**config.mk**
```make
export PLATFORM = sky130hd
export DESIGN_NAME = bsr_chain
export DESIGN_NICKNAME = d
export VERILOG_FILES = /design/src/rtl/bsr_pkg.sv /design/src/rtl/bsr_capture_shift.sv /design/src/rtl/bsr_update.sv /design/src/rtl/bsr_cell_map.sv /design/src/rtl/bsr_chain.sv
export SDC_FILE = /design/constraint.sdc
export NUM_CORES = 1
export LEC_CHECK = 0
export BUFFER_PORTS_ARGS = -buffer_cell sky130_fd_sc_hd__buf_4
export CAP_MARGIN = 20
export CORE_MARGIN = 2
export CORE_UTILIZATION = 44
export CTS_BUF_LIST = sky130_fd_sc_hd__clkbuf_16
export CTS_CLUSTER_SIZE = 20
export DETAILED_ROUTE_END_ITERATION = 12
export GPL_TIMING_DRIVEN = 0
export PLACE_DENSITY = 0.79
export SYNTH_ARGS = -nofsm -noshare
export SYNTH_HDL_FRONTEND = slang
export SYNTH_SLANG_ARGS = --single-unit
```
**constraint.sdc**
```tcl
create_clock -name tck -period 1.1 [get_ports tck]
set_clock_uncertainty 0.05 [all_clocks]
set_input_delay 0.22 -clock tck [delete_from_list [all_inputs] [get_ports tck]]
set_output_delay 0.22 -clock tck [all_outputs]
set_load 0.1 [all_outputs]
```
**src/rtl/bsr_pkg.sv**
```systemverilog
package bsr_pkg;

  typedef enum logic [1:0] {
    CELL_IN      = 2'd0,
    CELL_OUT     = 2'd1,
    CELL_BD_DATA = 2'd2,
    CELL_BD_CTL  = 2'd3
  } cell_kind_e;

  function automatic int chain_len(input int n_in, input int n_out, input int n_bd);
    return n_in + n_out + 2 * n_bd;
  endfunction

  function automatic cell_kind_e kind_of(input int idx, input int n_in, input int n_out);
    if (idx < n_in) return CELL_IN;
    if (idx < n_in + n_out) return CELL_OUT;
    if (((idx - n_in - n_out) % 2) == 0) return CELL_BD_DATA;
    return CELL_BD_CTL;
  endfunction

endpackage

```
**src/rtl/bsr_capture_shift.sv**
```systemverilog
module bsr_capture_shift #(
  parameter int LEN = 8
) (
  input  logic           tck,
  input  logic           tlr,
  input  logic           capture_dr,
  input  logic           shift_dr,
  input  logic           tdi,
  input  logic [LEN-1:0] cap_vec,
  output logic [LEN-1:0] shift_q
);

  always_ff @(posedge tck) begin
    if (tlr) begin
      shift_q <= '0;
    end else if (capture_dr) begin
      shift_q <= cap_vec;
    end else if (shift_dr) begin
      if (LEN > 1) shift_q <= {tdi, shift_q[LEN-1:1]};
      else         shift_q <= tdi;
    end
  end

endmodule

```
**src/rtl/bsr_update.sv**
```systemverilog
module bsr_update #(
  parameter int LEN = 8
) (
  input  logic           tck,
  input  logic           tlr,
  input  logic           update_dr,
  input  logic [LEN-1:0] shift_q,
  output logic [LEN-1:0] upd_q
);

  // Falling-edge stage: pins never move while the shift stage is moving.
  always_ff @(negedge tck) begin
    if (tlr)            upd_q <= '0;
    else if (update_dr) upd_q <= shift_q;
  end

endmodule

```
**src/rtl/bsr_cell_map.sv**
```systemverilog
module bsr_cell_map
  import bsr_pkg::*;
#(
  parameter int N_IN    = 4,
  parameter int N_OUT   = 4,
  parameter int N_BIDIR = 2,
  localparam int LEN    = chain_len(N_IN, N_OUT, N_BIDIR)
) (
  input  logic               mode,
  input  logic               bidir_as_input,
  input  logic [LEN-1:0]     upd_q,
  input  logic [N_IN-1:0]    in_pin,
  input  logic [N_OUT-1:0]   out_core,
  input  logic [N_BIDIR-1:0] bd_pin_in,
  input  logic [N_BIDIR-1:0] bd_core_out,
  input  logic [N_BIDIR-1:0] bd_core_oe,
  output logic [LEN-1:0]     cap_vec,
  output logic [N_IN-1:0]    in_core,
  output logic [N_OUT-1:0]   out_pin,
  output logic [N_BIDIR-1:0] bd_pin_out,
  output logic [N_BIDIR-1:0] bd_pin_oe,
  output logic [N_BIDIR-1:0] bd_core_in
);

  localparam int BD_BASE = N_IN + N_OUT;

  // Capture sources: independent of mode.
  for (genvar i = 0; i < LEN; i++) begin : g_cap
    localparam cell_kind_e KIND = kind_of(i, N_IN, N_OUT);
    if (KIND == CELL_IN) begin : g_in
      assign cap_vec[i] = in_pin[i];
    end else if (KIND == CELL_OUT) begin : g_out
      assign cap_vec[i] = out_core[i - N_IN];
    end else if (KIND == CELL_BD_DATA) begin : g_bdd
      assign cap_vec[i] = bd_pin_in[(i - BD_BASE) / 2];
    end else begin : g_bdc
      assign cap_vec[i] = bd_core_oe[(i - BD_BASE) / 2];
    end
  end

  for (genvar k = 0; k < N_IN; k++) begin : g_in_mux
    assign in_core[k] = mode ? upd_q[k] : in_pin[k];
  end

  for (genvar k = 0; k < N_OUT; k++) begin : g_out_mux
    assign out_pin[k] = mode ? upd_q[N_IN + k] : out_core[k];
  end

  for (genvar j = 0; j < N_BIDIR; j++) begin : g_bd_mux
    localparam int DIDX = BD_BASE + 2 * j;
    localparam int CIDX = DIDX + 1;
    assign bd_pin_out[j] = mode ? upd_q[DIDX] : bd_core_out[j];
    assign bd_core_in[j] = mode ? upd_q[DIDX] : bd_pin_in[j];
    assign bd_pin_oe[j]  = bidir_as_input ? 1'b0
                         : (mode ? upd_q[CIDX] : bd_core_oe[j]);
  end

endmodule

```
**src/rtl/bsr_chain.sv**
```systemverilog
module bsr_chain
  import bsr_pkg::*;
#(
  parameter int N_IN    = 4,
  parameter int N_OUT   = 4,
  parameter int N_BIDIR = 2
) (
  input  logic               tck,
  input  logic               tlr,
  input  logic               tdi,
  input  logic               capture_dr,
  input  logic               shift_dr,
  input  logic               update_dr,
  input  logic               mode,
  input  logic               bidir_as_input,
  input  logic [N_IN-1:0]    in_pin,
  output logic [N_IN-1:0]    in_core,
  input  logic [N_OUT-1:0]   out_core,
  output logic [N_OUT-1:0]   out_pin,
  input  logic [N_BIDIR-1:0] bd_pin_in,
  input  logic [N_BIDIR-1:0] bd_core_out,
  input  logic [N_BIDIR-1:0] bd_core_oe,
  output logic [N_BIDIR-1:0] bd_pin_out,
  output logic [N_BIDIR-1:0] bd_pin_oe,
  output logic [N_BIDIR-1:0] bd_core_in,
  output logic               tdo
);

  localparam int LEN = chain_len(N_IN, N_OUT, N_BIDIR);

  logic [LEN-1:0] cap_vec;
  logic [LEN-1:0] shift_q;
  logic [LEN-1:0] upd_q;

  bsr_capture_shift #(.LEN(LEN)) u_shift (
    .tck        (tck),
    .tlr        (tlr),
    .capture_dr (capture_dr),
    .shift_dr   (shift_dr),
    .tdi        (tdi),
    .cap_vec    (cap_vec),
    .shift_q    (shift_q)
  );

  bsr_update #(.LEN(LEN)) u_update (
    .tck       (tck),
    .tlr       (tlr),
    .update_dr (update_dr),
    .shift_q   (shift_q),
    .upd_q     (upd_q)
  );

  bsr_cell_map #(.N_IN(N_IN), .N_OUT(N_OUT), .N_BIDIR(N_BIDIR)) u_map (
    .mode           (mode),
    .bidir_as_input (bidir_as_input),
    .upd_q          (upd_q),
    .in_pin         (in_pin),
    .out_core       (out_core),
    .bd_pin_in      (bd_pin_in),
    .bd_core_out    (bd_core_out),
    .bd_core_oe     (bd_core_oe),
    .cap_vec        (cap_vec),
    .in_core        (in_core),
    .out_pin        (out_pin),
    .bd_pin_out     (bd_pin_out),
    .bd_pin_oe      (bd_pin_oe),
    .bd_core_in     (bd_core_in)
  );

  assign tdo = shift_q[0];

endmodule

```
---- After elaboration in Yosys (flattened, before gate mapping) ----
Index checks and enable logic that the tools add are counted.
word-level totals
  flip-flop bits (word level) ............. 24
  latch bits .............................. 0
  memory bits (writable) .................. 0
  bits in read-only memories .............. 0
  bits of input ports ..................... 22
  output and inout bits ................... 15
  word-level logic and storage cells ...... 21
  memories kept ........................... 0
operators by class
  add/subtract/negate cells ............... 0
  multiply operators ...................... 0
  div/mod/pow operators ................... 0
  order comparisons ....................... 0
  equality and inequality tests ........... 0
  shift operators ......................... 0
  muxes and demuxes ....................... 18
  bitwise operators ....................... 0
  reductions and logical operators ........ 1
operator list
  cell                number
  2-to-1 mux 12 bit   2
  2-to-1 mux 1 bit    16
  nonzero test 2 bit  1

---- Depth between registers and ports, before layout ----
  depth in word-level cells ............... 2
  depth in mapped cells ................... 4
  depth with buffers taken out ............ 2

---- Cells and area by module ----
A second synthesis with hierarchy kept.
second synthesis, totals
  cells, all modules ...................... 128
  area, all modules ....................... 1,311.3 sq um
modules (own cells, without submodules)
  module             times used  cells an instance  area each (sq um)  sequential area each (sq um)
  bsr_capture_shift  1           53                 603.1              240.2
  bsr_update         1           39                 424.2              240.2
  bsr_cell_map       1           36                 284.0              0.0

==> run metrics <==
placed insts 181; sequential fraction of the synthesis area 41.88%; clock latency on the worst-skew pair 0.26 ns; maxcap violations 0; setup ws final -0.8149 ns; register area 510.5 um2; mapped cell area 1147 um2; Layout area overhead 75.90%; filler-free cell count of the finished design 212; Synth area leader dfxtp_1; #FFs+latches synth 24; Crit path arrival time 1.64 ns; cells after synthesis 116; n_diodes 0; outcome finished with violations; GRT Util Overall 22.44%; Rows 18; initial antenna violation count 0; H-tree Lvls 1; yosys warns 0; I/O Buffers 35; synth top area cells dfxtp_1 42%, mux2i_1 23%, mux2_2 7.9%; final-report hold violation count 0; area share of the largest cell type after synthesis 41.88%; Routed wire per std cell 15.09 um; via count 1080; multi-input logic area 673.1 um2; Die Ht 55.07 um; kind of critical path reg2out; drt total wl 3199 um; clock slew at reported path FFs 0.06 ns; CP max FO 2; GRT Residual Overflow 0; First DRT Iteration DRCs 6; Final Slew Violations 0; Worst Path Required 0.83 ns; Hold Buf Count CTS 0; Final Cell Area 2018 um2; P_leak 0.9849 nW; CTS tree built; DP HPWL 1985 um; DP Worst Slack -0.5143 ns; final-report setup violation count 27; Cell variety after synth 14; total core area 2477 um2; final cell utilization of the core 81.46%; failing checks negative setup slack; RSZ-0062 raised after global routing true; Num CTS Buffers 3; Worst setup SP type flop; crit path capture type output pin; DR DRC count 0; Die Area 3032 um2; Mean Syn Cell Area 9.891 um2; # fillers 150; Via density 5.094; fin nets 205; vias in the first global route 1101; ANT nets after route 0; Die Wd 55.07 um; drt first pass iters 4; Clock Path Buffers 2; initial core utilization 46.31%; gpl congestion 0.7512; Hold Crit Class in2reg; Root Buffer clkbuf_16; largest net degree at the start of global routing 15; hold_ws 0.1084 ns; Placed Area 1505 um2; CTS Sinks 24; worst rel slew slack 68.87%; worst vdd ir 1191 uV; syn nets 138; global-route wire length before repair 4899 um; pwr/cell area 1472 nW/um2; Slew @ Worst Pin 0.4669 ns; ratio of cells with drive above 1 in the final layout 56.04%; io pins 37
[state kept, by name (all words and copies together), names as in the netlist]
register / flops
u_shift.shift_q: 12
u_update.upd_q: 12
[where the power goes]
| group | total, W | internal [W] | switching (W) |
|---|---|---|---|
| registers | 0.000968 | 0.000934 | 0.0000337 |
| clock network | 0.00114 | 0.000691 | 0.000445 |
| logic | 0.000867 | 0.000375 | 0.000492 |
[worst max-delay path, stage by stage (launching register included)]
cell,delay [ns]
dfxtp_2,0.31
mux2_4,0.27
buf_12,0.17
[cells in the mapped netlist (all sizes together)]
master	n
mux2	8
inv	6
nor2	14
mux2i	26
nand2	2
a211oi	12
nor2b	12
dfxtp	24
buf	4
o21ai	4
clkbuf	4
[cells in the final DEF (no fill, tap or decap), drive strengths merged]
cell,instances
a211oi,12
buf,55
clkbuf,8
dfxtp,24
inv,17
mux2,8
mux2i,26
nand2,2
nor2,14
nor2b,12
o21ai,4
[worst paths after layout]
| kind | from | to | slack [ns] | cells past startpoint |
|---|---|---|---|---|
| setup / recovery | u_update.upd_q[1] | in_core[1] | -0.81 | 2 |
| setup reg to reg | u_shift.shift_q[6] | u_update.upd_q[6] | -0.08 | 2 |
| hold reg to reg | u_update.upd_q[2] | u_update.upd_q[2] | 0.44 | 2 |
| hold / removal | tlr | u_shift.shift_q[0] | 0.11 | 2 |
[layout make-up]
cell class | count | share of cell area (%)
timing repair buffer | 51 | 28.46
sequential | 24 | 25.29
multi-input combinational | 78 | 33.35
buffer | 8 | 2.914
clock inverter | 12 | 2.232
inverter | 5 | 0.9299
clock buffer | 4 | 4.960
tap | 30 | 1.860
[per-stage QoR]
step / total power [W] / setup TNS (ns)
finish: 0.002970 / -11.66
floorplan: 0.001533 / -9.527
global route: 0.003091 / -12.37
CTS: 0.002940 / -11.48
detailed placement: 0.001705 / -12.66
global placement: 0.001692 / -12.33
[what timing repair did]
action / CTS / global route
endpoints found under the setup margin: 27 / 26
pin swaps: 2 / 2
gates resized for setup: 69 / 7
setup buffers: 12 / 4
endpoints found under the hold margin: 0 / 0
[layer usage]
layer	track usage [%]	vias to the layer above	part of all wire [%]
li1	-	532	-
met1	28.55	513	44
met2	38.89	33	52
met3	4.032	2	3.9
met4	6.098	0	0.41
met5	0	-	0
[kinds of logic after synthesis]
kind of cell | share of synthesized area (%)
compound gates | 10.03
buf+inv | 5.779
flops | 41.88
mux | 30.53
simple gates | 11.78
(Power assumes the default switching activity.)
